[src/rtl/privwin_pkg.sv]
package privwin_pkg;
  typedef enum logic [2:0] {
    RG_COH   = 3'd0,
    RG_CPUIF = 3'd1,
    RG_GTIM  = 3'd2,
    RG_PTIM  = 3'd3,
    RG_DIST  = 3'd4,
    RG_HOLE  = 3'd5,
    RG_RESV  = 3'd6
  } region_e;

  typedef enum logic [1:0] {
    SZ_BYTE = 2'd0,
    SZ_HALF = 2'd1,
    SZ_WORD = 2'd2,
    SZ_DBL  = 2'd3
  } size_e;

  localparam int unsigned N_TGT = 5;
endpackage

[src/rtl/privwin_region_map.sv]
module privwin_region_map
  import privwin_pkg::*;
#(
  parameter int unsigned PAGE_BITS = 13
) (
  input  logic [PAGE_BITS-1:0] offset_i,
  output region_e              region_o
);
  localparam int unsigned SLOT_LSB = 8;

  logic [3:0] slot;

  always_comb begin
    slot = offset_i[SLOT_LSB+3:SLOT_LSB];
    if (offset_i[PAGE_BITS-1]) begin
      region_o = RG_DIST;
    end else begin
      case (slot)
        4'd0:                region_o = RG_COH;
        4'd1:                region_o = RG_CPUIF;
        4'd2:                region_o = RG_GTIM;
        4'd3, 4'd4, 4'd5:    region_o = RG_HOLE;
        4'd6:                region_o = RG_PTIM;
        default:             region_o = RG_RESV;
      endcase
    end
  end
endmodule

[src/rtl/privwin_rule_chk.sv]
module privwin_rule_chk
  import privwin_pkg::*;
#(
  parameter int unsigned LANES = 4,
  parameter int unsigned LEN_W = 4
) (
  input  region_e          region_i,
  input  logic [1:0]       size_i,
  input  logic [LANES-1:0] strb_i,
  input  logic [LEN_W-1:0] len_i,
  input  logic             from_acp_i,
  output logic             reject_o
);
  logic word_only;
  logic size_bad;
  logic strb_bad;

  always_comb begin
    word_only = (region_i == RG_GTIM) || (region_i == RG_PTIM);
    size_bad  = (size_i == SZ_HALF) || (size_i == SZ_DBL) ||
                (word_only && (size_i != SZ_WORD));
    strb_bad  = (size_i == SZ_WORD) && (strb_i != {LANES{1'b1}});
    reject_o  = from_acp_i || (len_i != '0) || (region_i == RG_RESV) ||
                size_bad || strb_bad;
  end
endmodule

[src/rtl/privwin_resp.sv]
module privwin_resp
  import privwin_pkg::*;
#(
  parameter int unsigned DATA_W = 32,
  parameter int unsigned N      = N_TGT
) (
  input  logic                clk,
  input  logic                rst_n,
  input  logic                claim_i,
  input  logic                reject_i,
  input  logic                write_i,
  input  logic                byte_i,
  input  logic [1:0]          lane_i,
  input  logic [N-1:0]        sel_i,
  input  logic [N*DATA_W-1:0] rdata_i,
  output logic                valid_o,
  output logic                err_o,
  output logic [DATA_W-1:0]   rdata_o
);
  logic [1:0]        rst_sync_q;
  logic              rst_int_n;
  logic [N*DATA_W-1:0] cand;
  logic [DATA_W-1:0] muxed;
  logic [DATA_W-1:0] lane_mask;
  logic              valid_d, err_d;
  logic [DATA_W-1:0] rdata_d;

  always_ff @(posedge clk or negedge rst_n) begin
    if (!rst_n) rst_sync_q <= 2'b00;
    else        rst_sync_q <= {rst_sync_q[0], 1'b1};
  end
  assign rst_int_n = rst_sync_q[1];

  for (genvar g = 0; g < N; g++) begin : g_cand
    assign cand[g*DATA_W +: DATA_W] = sel_i[g] ? rdata_i[g*DATA_W +: DATA_W] : '0;
  end

  always_comb begin
    muxed = '0;
    for (int k = 0; k < N; k++) muxed = muxed | cand[k*DATA_W +: DATA_W];
    lane_mask = byte_i ? ({{(DATA_W-8){1'b0}}, 8'hFF} << (8 * lane_i)) : '1;
    valid_d   = claim_i;
    err_d     = claim_i && reject_i;
    rdata_d   = (claim_i && !reject_i && !write_i) ? (muxed & lane_mask) : '0;
  end

  always_ff @(posedge clk or negedge rst_int_n) begin
    if (!rst_int_n) begin
      valid_o <= 1'b0;
      err_o   <= 1'b0;
      rdata_o <= '0;
    end else begin
      valid_o <= valid_d;
      err_o   <= err_d;
      rdata_o <= rdata_d;
    end
  end
endmodule

[src/rtl/privwin_dec.sv]
module privwin_dec
  import privwin_pkg::*;
#(
  parameter int unsigned ADDR_W    = 32,
  parameter int unsigned DATA_W    = 32,
  parameter int unsigned PAGE_BITS = 13,
  parameter int unsigned LEN_W     = 4,
  localparam int unsigned BASE_W   = ADDR_W - PAGE_BITS,
  localparam int unsigned LANES    = DATA_W / 8
) (
  input  logic                    clk,
  input  logic                    rst_n,
  input  logic [BASE_W-1:0]       base_i,
  input  logic                    req_valid_i,
  input  logic [ADDR_W-1:0]       req_addr_i,
  input  logic                    req_write_i,
  input  logic [1:0]              req_size_i,
  input  logic [LANES-1:0]        req_strb_i,
  input  logic [LEN_W-1:0]        req_len_i,
  input  logic                    req_from_acp_i,
  input  logic [N_TGT*DATA_W-1:0] tgt_rdata_i,
  output logic                    win_hit_o,
  output logic [N_TGT-1:0]        tgt_sel_o,
  output logic                    resp_valid_o,
  output logic                    resp_err_o,
  output logic [DATA_W-1:0]       resp_rdata_o
);
  region_e region;
  logic    reject;
  logic    claim;

  assign win_hit_o = (req_addr_i[ADDR_W-1:PAGE_BITS] == base_i);
  assign claim     = req_valid_i && win_hit_o;

  privwin_region_map #(.PAGE_BITS(PAGE_BITS)) u_map (
    .offset_i (req_addr_i[PAGE_BITS-1:0]),
    .region_o (region)
  );

  privwin_rule_chk #(.LANES(LANES), .LEN_W(LEN_W)) u_rule (
    .region_i   (region),
    .size_i     (req_size_i),
    .strb_i     (req_strb_i),
    .len_i      (req_len_i),
    .from_acp_i (req_from_acp_i),
    .reject_o   (reject)
  );

  always_comb begin
    tgt_sel_o = '0;
    if (claim && !reject && (region < RG_HOLE)) tgt_sel_o[region] = 1'b1;
  end

  privwin_resp #(.DATA_W(DATA_W), .N(N_TGT)) u_resp (
    .clk      (clk),
    .rst_n    (rst_n),
    .claim_i  (claim),
    .reject_i (reject),
    .write_i  (req_write_i),
    .byte_i   (req_size_i == SZ_BYTE),
    .lane_i   (req_addr_i[1:0]),
    .sel_i    (tgt_sel_o),
    .rdata_i  (tgt_rdata_i),
    .valid_o  (resp_valid_o),
    .err_o    (resp_err_o),
    .rdata_o  (resp_rdata_o)
  );
endmodule

[config.mk]
export PLATFORM = sky130hd
export DESIGN_NAME = privwin_dec
export DESIGN_NICKNAME = d
export VERILOG_FILES = /design/src/rtl/privwin_pkg.sv /design/src/rtl/privwin_region_map.sv /design/src/rtl/privwin_rule_chk.sv /design/src/rtl/privwin_resp.sv /design/src/rtl/privwin_dec.sv
export SDC_FILE = /design/constraint.sdc
export NUM_CORES = 1
export LEC_CHECK = 0
export BUFFER_PORTS_ARGS = -buffer_cell sky130_fd_sc_hd__buf_4
export CAP_MARGIN = 10
export CORE_MARGIN = 10
export CORE_UTILIZATION = 35
export CTS_CLUSTER_DIAMETER = 200
export DETAILED_ROUTE_END_ITERATION = 10
export PLACE_DENSITY_LB_ADDON = 0.08
export SLEW_MARGIN = 20
export SYNTH_ARGS = -nofsm -noshare
export SYNTH_HDL_FRONTEND = slang
export SYNTH_SLANG_ARGS = --single-unit
[constraint.sdc]
create_clock -name clk -period 1.4 [get_ports clk]
set_input_delay 0.07 -clock clk [delete_from_list [all_inputs] [get_ports clk]]
set_output_delay 0.07 -clock clk [all_outputs]
set_load 0.005 [all_outputs]
==> results_dict.tcl <==
set metrics [dict create \
    cts.htree.levels 2 \
    met3_length_um 1600 \
    grt_usage_pct 24.0 \
    wl_um 16000 \
    hp-class "flop to asynchronous set/reset pin" \
    routed_via_density 6.06 \
    drt_iter0_drc 354 \
    synth_area_per_cell_um2 10.8 \
    required_ps 1330 \
    period_needed_ps 1510 \
    critPathCaptureType "output pin" \
    stdcell_area_um2 5760 \
    dp_hpwl_um 11000 \
    hold_violations 0 \
    drive_gt1_share_pct 72.0 \
    crit_family "simple AND/OR/NAND/NOR gates" \
    synth_fp_nets 453 \
    critPathKind "input port to output pin" \
    fin_crit_sh_pct 108 \
    violations "negative setup slack" \
    max_stage_delay_ps 450 \
    initial_core_util_pct 36.0 \
    grt_pass1_wl_um 21100 \
    cts_tree "done" \
    cp_slowest_cell "or4_4" \
    yosys_register_bits 36 \
    grt_start_max_net_pins 34 \
    clock_latency_ps 280 \
    dieArea_um2 10700 \
    synth-main-ff-cell "dfrtp_1" \
    setup_viol 38 \
    p_per_area_nw_per_um2 454 \
    status "finished, violations left" \
    cts-buffers-inserted 5 \
    peakVddDrop_uv 353 \
    finish.net_count 747 \
    synthArstFlopShare_pct 100 \
    n_antenna_cell 0 \
    dr.pass1.iters 9 \
    vias 3736 \
    wl_per_cell_um 25.9 \
    clock-sinks 36 \
    gp_congestion 0.790 \
    ys_seq_area_share_pct 36.8 \
    drv_cap 0 \
    crit_buf_inv 2 \
    port_buffers 259 \
    syn_area_um2 2450 \
    clock.fmax_mhz 662 \
    mostFrequentLayoutCells "279 x buf_4, 36 x dfrtp_1, 32 x a222oi_1, 32 x a22oi_1, 23 x a2111oi_4" \
    routed.top_layer "met4" \
    rsz0062_at_grt "true" \
    io_pins 266 \
    setup_tns_ps -2330 \
    worstSetupStartpointType "input port" \
    arrival_ps 1440 \
    wl_met1_um 5360 \
    overflow 0 \
    post-place-ws_ps -454 \
    wl_met2_um 8490 \
    layout_commonest_cell "buf_4" \
    fillerInstances 374 \
    antenna_found_initial 0 \
    p_leak_uw 0.00258 \
    synth_edf_count 0 \
    tightest_slew_ps 592 \
    ys_types 36 \
    core_um2 6790 \
    clk_pin_slew_ps 70 \
    root_buffer "clkbuf_8" \
    dpl_cell_area_um2 4670 \
    ys_warn_count 0 \
    drc_errors 0 \
    finClkSkew_ps 2.76 \
    setup_ws_ps -111 \
    grt_pass1_vias 3899 \
    areaGrowthSynthToFinish_pct 136 \
    crit_chain "buf_6 -> or3_4 -> or4_4 -> nor4_4 -> buf_4" \
    fp-row-count 30 \
    maxSlewViolCount 0 \
    path_max_fanout 4 \
    die_w_um 104 \
    postRouteAntennaNets 0 \
    relSlewSlack_pct 60.5 \
    cts_max_path_buffers 2 \
    netlist_instances 227 \
    die_h_um 104 \
]
through the flow:
stage / hold WS [ps] / util, % / power (µW) / cells
after floorplan: -226 / - / 1250 / 227
after global placement: -138 / 68.8 / 1800 / 588
after detailed placement: -143 / 68.8 / 1820 / 588
after CTS: 134 / 76.9 / 2560 / 603
after global routing: 166 / 84.8 / 2720 / 617
final: 148 / 84.8 / 2620 / 617
layer usage:
metal | vias up | GRT usage [%]
met1 | 1814 | 25.3
met2 | 295 | 44.2
met5 | - | 0
met4 | 0 | 5.54
li1 | 1585 | -
met3 | 42 | 8.43
flip-flops by register name (all words and copies together), names as in the netlist:
name / cells
u_resp.err_o: 1
u_resp.rdata_o: 32
u_resp.valid_o: 1
u_resp.rst_sync_q: 2
where the power goes:
group	leakage, µW	switching [µW]	internal [µW]
Clock	0.0000410	365	339
Combinational	0.00204	327	540
Sequential	0.000499	5.20	1040
path summary, 6_finish.rpt:
kind | startpoint | cells past startpoint | slack, ps | to
max | req_addr_i[10] | 5 | -110 | tgt_sel_o[0]
min | u_resp.rst_sync_q[1] | 0 | 150 | u_resp.rdata_o[25]
max reg2reg | u_resp.rst_sync_q[1] | 1 | 730 | u_resp.rdata_o[9]
min reg2reg | u_resp.rst_sync_q[1] | 0 | 150 | u_resp.rdata_o[25]
max in group asynchronous | u_resp.rst_sync_q[1] | 1 | 730 | u_resp.rdata_o[9]
min in group clk | req_valid_i | 3 | 200 | u_resp.err_o
layout make-up:
cell class | count | area (µm²) | area share, %
clock buffers | 6 | 72.6 | 1.26
clock inverters | 1 | 5.00 | 0.0868
inverters | 5 | 18.8 | 0.326
multi-input cells | 161 | 1990 | 34.5
flip-flops and latches | 36 | 901 | 15.6
well taps | 96 | 120 | 2.08
repair buffers | 312 | 2660 | 46.1
Yosys cell counts (all sizes together) (3+ instances only):
| cell | n | area, µm² |
|---|---|---|
| buf | 17 | 119 |
| nor3 | 3 | 26.3 |
| dfrtp | 36 | 901 |
| inv | 5 | 18.8 |
| a22oi | 32 | 240 |
| clkbuf | 8 | 30.0 |
| nor4 | 10 | 75.1 |
| a222oi | 32 | 320 |
| a2111oi | 32 | 318 |
| nand2 | 5 | 18.8 |
| o21ai | 3 | 15.0 |
| nand4 | 6 | 37.5 |
| xor2 | 19 | 166 |
cells by family (layout without fill, tap and decap cells):
logic type | count (synthesis) | after routing | synth area share, %
other | 1 | 1 | 0.153
AO/OA/AOI/OAI | 101 | 101 | 37.0
AND/OR/NAND/NOR | 39 | 39 | 11.9
flip-flops | 36 | 36 | 36.8
multiplexers | 1 | 1 | 0.409
buffers and inverters | 30 | 324 | 6.85
XOR/XNOR | 19 | 19 | 6.80
repair_timing:
item | 4_1_cts | 5_1_grt
gates resized for setup | 66 | 45
hold buffers | 1 | 0
buffers inserted | 5 | 10
endpoints found under the hold margin | 2 | 0
gates cloned | 2 | 4
setup endpoints to repair | 15 | 40
pin swaps | 11 | 17
Note: power is estimated with default switching activity, not from simulation.
